<file path="config.mk">
export PLATFORM = sky130hd
export DESIGN_NAME = ptp_cf_updater
export DESIGN_NICKNAME = d
export VERILOG_FILES = /design/src/rtl/ptp_cf_pkg.sv /design/src/rtl/ptp_cf_qualify.sv /design/src/rtl/ptp_cf_adder.sv /design/src/rtl/ptp_cf_updater.sv
export SDC_FILE = /design/constraint.sdc
export NUM_CORES = 1
export LEC_CHECK = 0
export BUFFER_PORTS_ARGS = -buffer_cell sky130_fd_sc_hd__buf_4
export CORE_MARGIN = 4
export CORE_UTILIZATION = 56
export CTS_BUF_LIST = sky130_fd_sc_hd__clkbuf_16
export CTS_CLUSTER_SIZE = 24
export DETAILED_ROUTE_END_ITERATION = 8
export GPL_TIMING_DRIVEN = 1
export PLACE_DENSITY = 0.78
export SYNTH_ARGS = -nofsm -noshare
export SYNTH_HDL_FRONTEND = slang
export SYNTH_SLANG_ARGS = --single-unit
</file>
<file path="constraint.sdc">
create_clock -name clk -period 4.95 [get_ports clk]
set_input_delay 0.99 -clock clk [delete_from_list [all_inputs] [get_ports clk]]
set_output_delay 0.99 -clock clk [all_outputs]
set_load 0.005 [all_outputs]
</file>
<file path="src/rtl/ptp_cf_pkg.sv">
package ptp_cf_pkg;

    localparam int HDR_LEN  = 16;
    localparam int CF_FIRST = 8;
    localparam int CF_BYTES = 8;
    localparam int CNT_W    = $clog2(HDR_LEN + 1);
    localparam int RD_W     = $clog2(HDR_LEN);
    localparam int LAST_QUAL_IDX = CF_FIRST - 1;

    typedef enum logic [1:0] {
        ST_FILL  = 2'd0,
        ST_DRAIN = 2'd1,
        ST_PASS  = 2'd2
    } cf_state_e;

    typedef struct packed {
        cf_state_e                 st;
        logic [CNT_W-1:0]          cnt;
        logic [RD_W-1:0]           rd;
        logic                      sof_buf;
        logic                      eof_buf;
        logic                      qual;
        logic [2:0]                off;
        logic [HDR_LEN-1:0][7:0]   hdr;
    } cf_regs_t;

endpackage

</file>
<file path="src/rtl/ptp_cf_qualify.sv">
module ptp_cf_qualify
    import ptp_cf_pkg::*;
(
    input  logic [CF_FIRST-1:0][7:0] hdr_lo,
    input  logic [15:0]              type_en,
    input  logic [3:0]               version,
    input  logic [5:0]               flag_offset,
    output logic                     qualify,
    output logic [2:0]               flag_idx
);
    logic off_ok;
    logic ver_ok;
    logic type_ok;
    logic flag_set;

    always_comb begin
        off_ok   = (flag_offset >= 6'd2) && (flag_offset < 6'(CF_FIRST));
        flag_idx = flag_offset[2:0];
        flag_set = hdr_lo[flag_idx][7];
        ver_ok   = (version == 4'd0) || (hdr_lo[1][3:0] == version);
        type_ok  = type_en[hdr_lo[0][3:0]];
        qualify  = off_ok && flag_set && ver_ok && type_ok;
    end
endmodule

</file>
<file path="src/rtl/ptp_cf_adder.sv">
module ptp_cf_adder #(
    parameter int RES_W = 32,
    parameter int SHIFT = 16
) (
    input  logic [63:0]      cf_in,
    input  logic [RES_W-1:0] res_ns,
    output logic [63:0]      cf_out
);
    localparam int PAD = 64 - RES_W;
    logic [63:0] addend;

    always_comb begin
        addend = {{PAD{1'b0}}, res_ns} << SHIFT;
        cf_out = cf_in + addend;
    end
endmodule

</file>
<file path="src/rtl/ptp_cf_updater.sv">
module ptp_cf_updater
    import ptp_cf_pkg::*;
#(
    parameter int RES_W = 32
) (
    input  logic             clk,
    input  logic             rst_n,
    input  logic             in_valid,
    output logic             in_ready,
    input  logic [7:0]       in_data,
    input  logic             in_sof,
    input  logic             in_eof,
    output logic             out_valid,
    input  logic             out_ready,
    output logic [7:0]       out_data,
    output logic             out_sof,
    output logic             out_eof,
    input  logic [15:0]      cfg_type_en,
    input  logic [3:0]       cfg_version,
    input  logic [5:0]       cfg_flag_offset,
    input  logic [RES_W-1:0] residence_ns
);
    localparam int CF_SHIFT = 16;

    cf_regs_t r_q, r_d;

    logic [HDR_LEN-1:0][7:0] view;
    logic [CF_FIRST-1:0][7:0] view_lo;
    logic                    fill_wr;
    logic                    qual_w;
    logic [2:0]              off_w;
    logic [63:0]             cf_in;
    logic [63:0]             cf_sum;
    logic                    draining;
    logic                    passing;

    // Buffer contents including the byte being written this cycle
    always_comb begin
        fill_wr = (r_q.st == ST_FILL) && in_valid && in_ready;
        view    = r_q.hdr;
        if (fill_wr) begin
            view[r_q.cnt[RD_W-1:0]] = in_data;
        end
        for (int k = 0; k < CF_FIRST; k++) begin
            view_lo[k] = view[k];
        end
        for (int k = 0; k < CF_BYTES; k++) begin
            cf_in[63 - 8*k -: 8] = view[CF_FIRST + k];
        end
    end

    ptp_cf_qualify u_qual (
        .hdr_lo      (view_lo),
        .type_en     (cfg_type_en),
        .version     (cfg_version),
        .flag_offset (cfg_flag_offset),
        .qualify     (qual_w),
        .flag_idx    (off_w)
    );

    ptp_cf_adder #(
        .RES_W (RES_W),
        .SHIFT (CF_SHIFT)
    ) u_add (
        .cf_in  (cf_in),
        .res_ns (residence_ns),
        .cf_out (cf_sum)
    );

    always_comb begin
        logic flush;
        logic last;
        r_d       = r_q;
        in_ready  = 1'b0;
        out_valid = 1'b0;
        out_data  = 8'h00;
        out_sof   = 1'b0;
        out_eof   = 1'b0;
        flush     = 1'b0;
        last      = 1'b0;
        case (r_q.st)
            ST_FILL: begin
                flush    = in_valid && in_sof && (r_q.cnt != '0);
                in_ready = !flush;
                if (flush) begin
                    // Previous frame lost its end marker: release its bytes untouched
                    r_d.st      = ST_DRAIN;
                    r_d.eof_buf = 1'b0;
                    r_d.rd      = '0;
                end else if (in_valid) begin
                    r_d.hdr = view;
                    r_d.cnt = r_q.cnt + 1'b1;
                    if (r_q.cnt == '0) begin
                        r_d.sof_buf = in_sof;
                        r_d.qual    = 1'b0;
                    end
                    if (r_q.cnt == CNT_W'(LAST_QUAL_IDX)) begin
                        r_d.qual = qual_w;
                        r_d.off  = off_w;
                    end
                    if (r_q.cnt == CNT_W'(HDR_LEN - 1) && r_q.qual) begin
                        for (int k = 0; k < CF_BYTES; k++) begin
                            r_d.hdr[CF_FIRST + k] = cf_sum[63 - 8*k -: 8];
                        end
                        r_d.hdr[r_q.off][7] = 1'b0;
                    end
                    if (in_eof || r_q.cnt == CNT_W'(HDR_LEN - 1)) begin
                        r_d.st      = ST_DRAIN;
                        r_d.eof_buf = in_eof;
                        r_d.rd      = '0;
                    end
                end
            end
            ST_DRAIN: begin
                last      = ({1'b0, r_q.rd} == r_q.cnt - 1'b1);
                out_valid = 1'b1;
                out_data  = r_q.hdr[r_q.rd];
                out_sof   = (r_q.rd == '0) && r_q.sof_buf;
                out_eof   = last && r_q.eof_buf;
                if (out_ready) begin
                    r_d.rd = r_q.rd + 1'b1;
                    if (last) begin
                        r_d.cnt = '0;
                        r_d.st  = (r_q.eof_buf || r_q.cnt != CNT_W'(HDR_LEN)) ? ST_FILL : ST_PASS;
                    end
                end
            end
            ST_PASS: begin
                out_valid = in_valid && !in_sof;
                out_data  = in_data;
                out_eof   = in_eof;
                in_ready  = out_ready && !in_sof;
                if (in_valid && in_sof) begin
                    r_d.st = ST_FILL;
                end else if (in_valid && out_ready && in_eof) begin
                    r_d.st = ST_FILL;
                end
            end
            default: r_d.st = ST_FILL;
        endcase
    end

    always_ff @(posedge clk or negedge rst_n) begin
        if (!rst_n) begin
            r_q <= '0;
        end else begin
            r_q <= r_d;
        end
    end

    assign draining = (r_q.st == ST_DRAIN);
    assign passing  = (r_q.st == ST_PASS);

endmodule

</file>
==> After elaboration in Yosys (flattened, before gate mapping) <==
Index checks and enable logic that the tools add are counted.
{ "word_totals": {"regBits": 145, "latchBits": 0, "ram_bits": 0, "romBits": 0, "out_inout_bits": 12, "n_memories": 0} }
{ "op_classes": {"add_sub_neg": 4, "n_mul": 0, "n_div": 0, "order_cmp": 9, "eq_ne": 14, "shifts": 0, "muxes": 36, "bitwise": 3, "reduce_logical": 39} }
{ "op_table": {"columns": ["cell", "n"], "rows": [
  ["128-bit two-way mux", 2],
  ["145-bit two-way mux", 1],
  ["128-bit bitwise AND", 1],
  ["128-bit bitwise mux", 1],
  ["64-bit NOT with 128-bit output", 1],
  ["64-bit by 48-bit adder with 64-bit output", 1],
  ["8-bit binary-select mux with 4-bit select", 1],
  ["8-bit demux with 4-bit select", 1],
  ["8-bit two-way mux", 4],
  ["8-bit binary-select mux with 3-bit select", 1],
  ["8-bit demux with 3-bit select", 1],
  ["9-bit case mux with 2 select lines", 1],
  ["1-bit logical AND", 17],
  ["8-bit case mux with 2 select lines", 1],
  ["4-bit AND reduction", 4],
  ["4-bit by 5-bit < comparator with 1-bit output (second input constant)", 3],
  ["4-bit two-way mux", 3],
  ["11-bit two-way mux", 1],
  ["2-bit two-way mux", 5],
  ["5-bit AND reduction", 2],
  ["4-bit zero test", 2],
  ["2-bit nonzero test", 4],
  ["7-bit two-way mux", 1],
  ["6-bit by 2-bit >= comparator with 1-bit output (second input constant)", 1],
  ["other kinds (31)", 45]
]} }

==> Logic depth before layout (Yosys ltp) <==
Gate-level depths: netlist (run 1).
{ "logic_depth": {"depth_word": 15, "mapped_depth": 21, "depth_no_buf": 18} }

==> Hierarchy <==
Synthesis (run 1) repeated with hierarchy kept, for this count alone.
{ "unflattened": {"hier_cells": 1205, "hier_area_um2": 11976.5} }
{ "by_module_without_submodules": {"columns": ["module", "instances", "cells_per_inst", "area_each_um2", "seq_area_each_um2"], "rows": [
  ["ptp_cf_updater", 1, 881, 9515.4, 3628.5],
  ["ptp_cf_adder", 1, 297, 2183.3, 0.0],
  ["ptp_cf_qualify", 1, 27, 277.8, 0.0]
]} }

==> Least setup slack after synthesis (run 1) <==
OpenSTA, ideal clock, no wires.
{ "synth_timing": {"kind": "input port to flip-flop", "from": "input in_valid", "to": "register r_q[77] (netlist bit)", "arrival_time_ns": 4.916, "path_slack_ns": -0.086, "stages": 18, "n_path_buf": 3, "path_cell_list": "and2_1 -> clkbuf_1 -> o21a_1 -> buf_2 -> and3_1 -> clkbuf_1 -> nand2_1 -> mux2_2 -> ha_1 -> nand2_2 -> or3_1 -> a31o_1 -> a211o_1 -> a2111o_1 -> a211oi_4 -> nand2b_1 -> a221o_1 -> o211a_1"} }
{ "synth_via": {"elab_chain_len": 9} }
{ "synth_lines": {"columns": ["item", "line", "source"], "rows": [
  ["start, declared", "ptp_cf_updater.sv:8", "input logic in_valid,"],
  ["1-bit logical AND (2 in series)", "ptp_cf_updater.sv:83", "flush = in_valid && in_sof && (r_q.cnt != '0);"],
  ["1-bit zero test", "ptp_cf_updater.sv:84", "in_ready = !flush;"],
  ["1-bit case mux with 2 select lines", "ptp_cf_updater.sv:81", "case (r_q.st)"],
  ["1-bit logical AND", "ptp_cf_updater.sv:39", "fill_wr = (r_q.st == ST_FILL) && in_valid && in_ready;"],
  ["128-bit two-way mux", "ptp_cf_updater.sv:41", "if (fill_wr) begin"],
  ["64-bit by 48-bit adder with 64-bit output", "ptp_cf_adder.sv:14", "cf_out = cf_in + addend;"],
  ["128-bit bitwise AND (no source line)", null, null],
  ["128-bit two-way mux", "ptp_cf_updater.sv:101", "if (r_q.cnt == CNT_W'(HDR_LEN - 1) && r_q.qual) begin"],
  ["end signal, assigned", "ptp_cf_updater.sv:147", "r_q <= r_d;"],
  ["end, declared", "ptp_cf_updater.sv:25", "cf_regs_t r_q, r_d;"]
]} }
Parallel ways exist; a longest one is shown, timed or not.
A chain may end at the register's enable or synchronous reset.

==> Worst setup path after layout (run 1) <==
{ "layout_timing": {"from": "register r_q[138] (netlist bit)", "to": "register r_q[77] (netlist bit)"} }
{ "layout_via": {"elab_chain_len": 9} }
{ "layout_lines": {"columns": ["item", "line", "source"], "rows": [
  ["4-bit by 5-bit < comparator with 1-bit output (not written as such) (tied with other cells)", "ptp_cf_updater.sv:42", "view[r_q.cnt[RD_W-1:0]] = in_data;"],
  ["1-bit logical AND, on equally long branches", "ptp_cf_updater.sv:42, ptp_cf_updater.sv:83", null],
  ["8-bit two-way mux (not written as such) or 1-bit zero test (tied branches)", "ptp_cf_updater.sv:42, ptp_cf_updater.sv:84", null],
  ["8-bit demux with 4-bit select or 1-bit case mux with 2 select lines (tied branches)", "ptp_cf_updater.sv:42, ptp_cf_updater.sv:81", null],
  ["128-bit bitwise mux or 1-bit logical AND (tied branches)", "ptp_cf_updater.sv:42, ptp_cf_updater.sv:39", null],
  ["128-bit two-way mux", "ptp_cf_updater.sv:41", null],
  ["64-bit by 48-bit adder with 64-bit output", "ptp_cf_adder.sv:14", null],
  ["128-bit bitwise AND (no source line)", null, null],
  ["128-bit two-way mux", "ptp_cf_updater.sv:101", null]
]} }
Parallel ways exist; a longest one is shown, timed or not.

==> results of run 1 <==
[layer usage]
layer,vias to the layer above,part of all wire,GRT usage
met5,-,0,0
li1,4541,-,-
met4,0,0.041,0.130
met2,602,0.45,0.463
met1,4768,0.41,0.415
met3,98,0.10,0.0681
[final cells by class]
class                           count  share of cell area
Timing Repair Buffer              161              0.0945
Sequential cell                   145               0.283
Clock buffer                       17              0.0332
Clock inverter                     15              0.0149
Multi-Input combinational cell    908               0.540
Tap cell                          260              0.0254
Inverter                           30             0.00878
[per-stage QoR]
step,setup slack (ns),setup TNS (ns),power (mW),std cells,area (sq um)
floorplan,0.0236,0,3.07,1165,11000
global placement,0.0269,0,3.75,1504,12200
detailed placement,-0.0472,-0.121,3.81,1504,12200
CTS,0.130,0,5.15,1536,12800
global route,0.0144,0,5.45,1536,12800
finish,0.198,0,5.19,1536,12800
[cell families after synthesis]
family	count (synthesis)
compound gates	327
mux	167
xor+xnor	36
flops	145
fa+ha+maj	46
buf+inv	112
simple gates	332
[power breakdown]
group          internal, mW  switching [mW]  total (mW)
Sequential             1.39           0.186        1.57
Combinational          1.05            1.23        2.28
Clock                 0.730           0.604        1.33
Total                  3.17            2.02        5.19
[worst min-delay path: stages (launching register included)]
cell     delay (ns)
dfrtp_1        0.34
nand2_1        0.04
o21ai_0        0.07
[final timing paths]
path	start	to	slack [ns]	cells past startpoint
setup / recovery	r_q[138]	r_q[77]	0.20	17
hold / removal	flip-flop	flip-flop	0.49	2
setup reg to reg	r_q[138]	r_q[77]	0.20	17
hold reg to reg	flip-flop	flip-flop	0.49	2
max in group asynchronous	rst_n	asynchronous set/reset pin	3.38	2
min in group asynchronous	rst_n	r_q[65]	0.59	1
[cells in the final DEF, fill, tap and decap left out, types with 16 or more instances in the layout]
cell	instances
buf_4	160
dfrtp_1	144
nand2_1	132
mux2_2	95
o21ai_0	86
a21oi_1	86
nor2_1	77
ha_1	43
mux4_2	38
nand3_1	30
mux2i_1	30
inv_1	29
a31oi_1	25
xnor2_1	21
a21o_1	19
clkbuf_16	17
nor2b_1	16
==> flow_summary.json, run 1 <==
{
  "grt_pass1_vias": 9866,
  "clock_path_buffers": 2,
  "finalWirelength_mm": 33.0,
  "synth_seq_cells": 145,
  "multiInputGateArea_sq_mm": 0.00693,
  "ff_latch_area_sq_mm": 0.00363,
  "critPathSlowestCell": "a2111o_1",
  "status": "complete, no violations",
  "synth_most_common_cell": "dfrtp_1",
  "syn_inst": 1165,
  "fp.dieW_microns": 148,
  "synth_compound_area_frac": 0.194,
  "worstMarginPinSlew_ns": 0.922,
  "worst_path_most_repeated_cell": "nand2_2",
  "antennaDiodeCount": 0,
  "cts_buffers": 17,
  "path_buf_inv": 1,
  "synth_common_cells": "145 x dfrtp_1, 134 x nand2_1, 95 x mux2_2",
  "synthSimpleGateAreaFrac": 0.143,
  "hold_viol_final": 0,
  "muxShareOfSynthArea": 0.209,
  "fin_crit_sh": 0.960,
  "required_ns": 5.26,
  "dr_total_vias": 10009,
  "cts.sinks": 145,
  "finalSetupViolations": 0,
  "initial_core_util": 0.577,
  "drv_slew": 0,
  "grt_max_degree": 96,
  "grt_pass1_wl_mm": 52.4,
  "gr-usage-all-layers": 0.302,
  "path_class": "reg2reg",
  "setup.worst_path.start_class": "flip-flop",
  "rsz0062_at_grt": "no",
  "syn-num-nets": 1283,
  "synthAdderAreaFrac": 0.0533,
  "tritoncts": "built",
  "post_cts_buffers": 0,
  "cts_root_buf": "clkbuf_16",
  "yosys_warnings": 0,
  "coreArea_sq_mm": 0.0190,
  "synth-xor-area-share": 0.0288,
  "syn_area_sq_mm": 0.0109,
  "power_density_mw_per_mm2": 404,
  "end_kind": "flip-flop",
  "ioPinCount": 84,
  "clk_pin_slew_ns": 0.07,
  "peakVddDrop_mv": 0.214,
  "drc": 0,
  "synth_top_area_cell": "dfrtp_1",
  "wl_per_cell_microns": 21.5,
  "ant_nets": 0,
  "row_count": 50,
  "max_slew_margin": 0.386,
  "cap_violations": 0,
  "avgSynthCellArea_sq_um": 9.38,
  "cts_resized": 0,
  "htree_levels": 4,
  "async_reset_ff_frac": 1.00,
  "critPathMaxStageDelay_ns": 0.51,
  "hold_slack_ns": 0.485,
  "crit_fanout": 8,
  "synth_top_family_by_area": "multiplexers",
  "dieArea_sq_mm": 0.0218,
  "grt_antenna_before_repair": 0,
  "drive_gt1_frac": 0.277,
  "ys_types": 84,
  "synth_edf_count": 0,
  "crit_family": "compound AO/OA/AOI/OAI gates",
  "nets": 1381,
  "worstPathCellList": "inv_1 -> ha_1 -> nor4b_4 -> o21a_2 -> and3_2 -> nand2_2 -> mux2_2 -> ha_4 -> nand2_2 -> or3_1 -> a31o_1 -> a211o_1 -> a2111o_1 -> a211oi_4 -> nand2b_1 -> a221o_1 -> o211a_1",
  "hold_class": "reg2reg",
  "nFillCells": 1434,
  "synthFlopType": "dfrtp_1",
  "overflow": 0,
  "dp_hpwl_mm": 23.3,
  "netlist.area_leader.share": 0.332,
  "synth.area.top_cells": "dfrtp_1 33%, mux2_2 9.8%, mux4_2 7.8%, ha_1 5.1%, nand2_1 4.6%",
  "finalClockSkew_ns": 0.00979,
  "drt_iter0_drc": 1234,
  "drt-pass1-iter-count": 9,
  "fmax_mhz": 210,
  "gp_congestion": 0.935,
  "ys_seq_area_frac": 0.332,
  "die_h_microns": 148,
  "final_core_util": 0.677,
  "fin_crit_ns": 4.75,
  "area_growth_pct": 17.3,
  "clk_latency_ns": 0.44,
  "hold_buffers": 0,
  "p_leak_nw": 5.71,
  "arrival_ns": 5.07,
  "port_buffers": 83,
  "vias_per_cell": 6.52
}
Power figures use the tool's default switching activity.
==> inputs of run 2 (changes only) <==
--- a/config.mk
+++ b/config.mk
@@ -6,6 +6,7 @@
 export NUM_CORES = 1
 export LEC_CHECK = 0
 export BUFFER_PORTS_ARGS = -buffer_cell sky130_fd_sc_hd__buf_4
+export CORE_ASPECT_RATIO = 0.75
 export CORE_MARGIN = 4
 export CORE_UTILIZATION = 56
 export CTS_BUF_LIST = sky130_fd_sc_hd__clkbuf_16
==> run 2 against run 1 <==
Fmax increased by 0.34%. Sequential share of layout area up 0.24 points. Utilization down 0.12 points.
==> flow_summary.json, run 2 (synthesis gave the netlist of run 1 again) <==
{
  "status": "complete, no violations",
  "finalSetupViolations": 0,
  "wl_per_cell_microns": 22.1,
  "switching_share": 0.394,
  "fp.dieW_microns": 169,
  "setup.worst_path.start_class": "flip-flop",
  "gr-usage-all-layers": 0.304,
  "dieArea_sq_mm": 0.0218,
  "arrival_ns": 5.05,
  "tritoncts": "built",
  "coreArea_sq_mm": 0.0188,
  "overflow": 0,
  "final_cell_mix": "147 x buf_4, 144 x dfrtp_1, 132 x nand2_1",
  "placed_cells": 1479,
  "worstMarginPinSlew_ns": 1.24,
  "fin_crit_sh": 0.957,
  "postLayoutCellArea_sq_mm": 0.0127,
  "dp_hpwl_mm": 23.9,
  "finalWorstSetupSlack_ns": 0.214,
  "hold_buffers": 0,
  "end_kind": "flip-flop",
  "hold_slack_ns": 0.486,
  "row_count": 43,
  "grt_pass1_vias": 9459,
  "drt_iter0_drc": 1388,
  "drt-pass1-iter-count": 8,
  "cts_buffers": 17,
  "p_int_mw": 3.08,
  "gp_congestion": 0.950,
  "fmax_mhz": 211,
  "finalWirelength_mm": 33.4,
  "port_buffers": 83,
  "grt_max_degree": 80,
  "die_h_microns": 129,
  "peakVddDrop_mv": 0.318,
  "clockPowerShare": 0.243,
  "required_ns": 5.27,
  "power_frac_seq": 0.324,
  "clock_path_buffers": 2,
  "cts_root_buf": "clkbuf_16",
  "final_core_util": 0.675,
  "area_growth_pct": 16.3,
  "finalPower_mw": 5.08,
  "finalClockSkew_ns": 0.0139,
  "grt_pass1_wl_mm": 52.1,
  "clk_pin_slew_ns": 0.07,
  "final_common_cell": "buf_4",
  "p_comb_frac": 0.434,
  "grt_antenna_before_repair": 0,
  "vias_per_cell": 6.67,
  "drv_slew": 0,
  "ant_nets": 0,
  "initial_core_util": 0.581,
  "rrSetupSlack_ns": 0.21,
  "fin_crit_ns": 4.74,
  "max_slew_margin": 0.173,
  "htree_levels": 4,
  "cap_violations": 0,
  "ioPinCount": 84,
  "p_leak_nw": 5.64,
  "drive_gt1_frac": 0.273,
  "fin_tns_setup_ns": 0,
  "cts.sinks": 145,
  "hold_class": "reg2reg",
  "dr_total_vias": 10081,
  "hold_viol_final": 0,
  "power.switching_mw": 2.00,
  "antennaDiodeCount": 0,
  "drc": 0,
  "fin_cells": 1512,
  "pre_cts_ws_ns": -0.185,
  "clk_latency_ns": 0.43,
  "crit_fanout": 6,
  "dpl-instance-area_sq_mm": 0.0121,
  "power_density_mw_per_mm2": 399,
  "nets": 1370,
  "path_class": "reg2reg"
}
run 2: changes by cell type in the layout (fill, tap and decap cells not counted), moves of 2 or more:
cell	before	now
a2111oi_0	3	1
buf_4	160	147
clkinv_8	4	0
clkinvlp_4	0	2
inv_6	4	6
inv_8	5	3
run 2: critical path, cell delays in order (launching register included):
cell,delay [ns]
dfrtp_1,0.39
inv_1,0.11
ha_1,0.22
nor4b_4,0.24
o21a_2,0.22
and3_2,0.25
nand2_2,0.16
mux2_2,0.38
ha_4,0.28
nand2_2,0.05
or3_1,0.39
a31o_1,0.24
a211o_1,0.34
a2111o_1,0.51
a211oi_4,0.33
nand2b_1,0.13
a221o_1,0.28
o211a_1,0.11
run 2: area by class of cell:
class                      instances  area [sq um]
multi-input combinational        908          6970
clock inverter                    15           123
clock buffer                      17           425
inverter                          30           113
timing repair buffer             150          1150
tap                              247           309
sequential                       145          3630
fill                            1448          6110
run 2: routing by layer:
metal | track usage | wire length (microns)
met1 | 0.445 | 14300
met2 | 0.449 | 14700
met3 | 0.0811 | 3730
met4 | 0.0823 | 707
met5 | 0 | 0
run 2: final timing paths:
path / startpoint / end / cells after the start
worst max-delay path: r_q[139] / r_q[77] / 17
worst min-delay path: flip-flop / flip-flop / 2
worst min register to register: flip-flop / flip-flop / 2
worst max register to register: r_q[139] / r_q[77] / 17
max in group asynchronous: rst_n / asynchronous set/reset pin / 2
min in group asynchronous: rst_n / r_q[67] / 1
run 2: repair_timing:
| item | 4_1_cts | 5_1_grt |
|---|---|---|
| endpoints found under the setup margin | 0 | 17 |
| buffers inserted | 0 | 1 |
| gates resized for setup | 0 | 14 |
run 2: power by group through the flow:
stage,logic [mW],registers [mW],clock network (mW)
6_report,2.20,1.64,1.23
5_1_grt,2.38,1.67,1.29
4_1_cts,2.15,1.63,1.23
3_5_place_dp,2.13,1.65,0
3_3_place_gp,2.09,1.64,0
2_1_floorplan,1.57,1.49,0
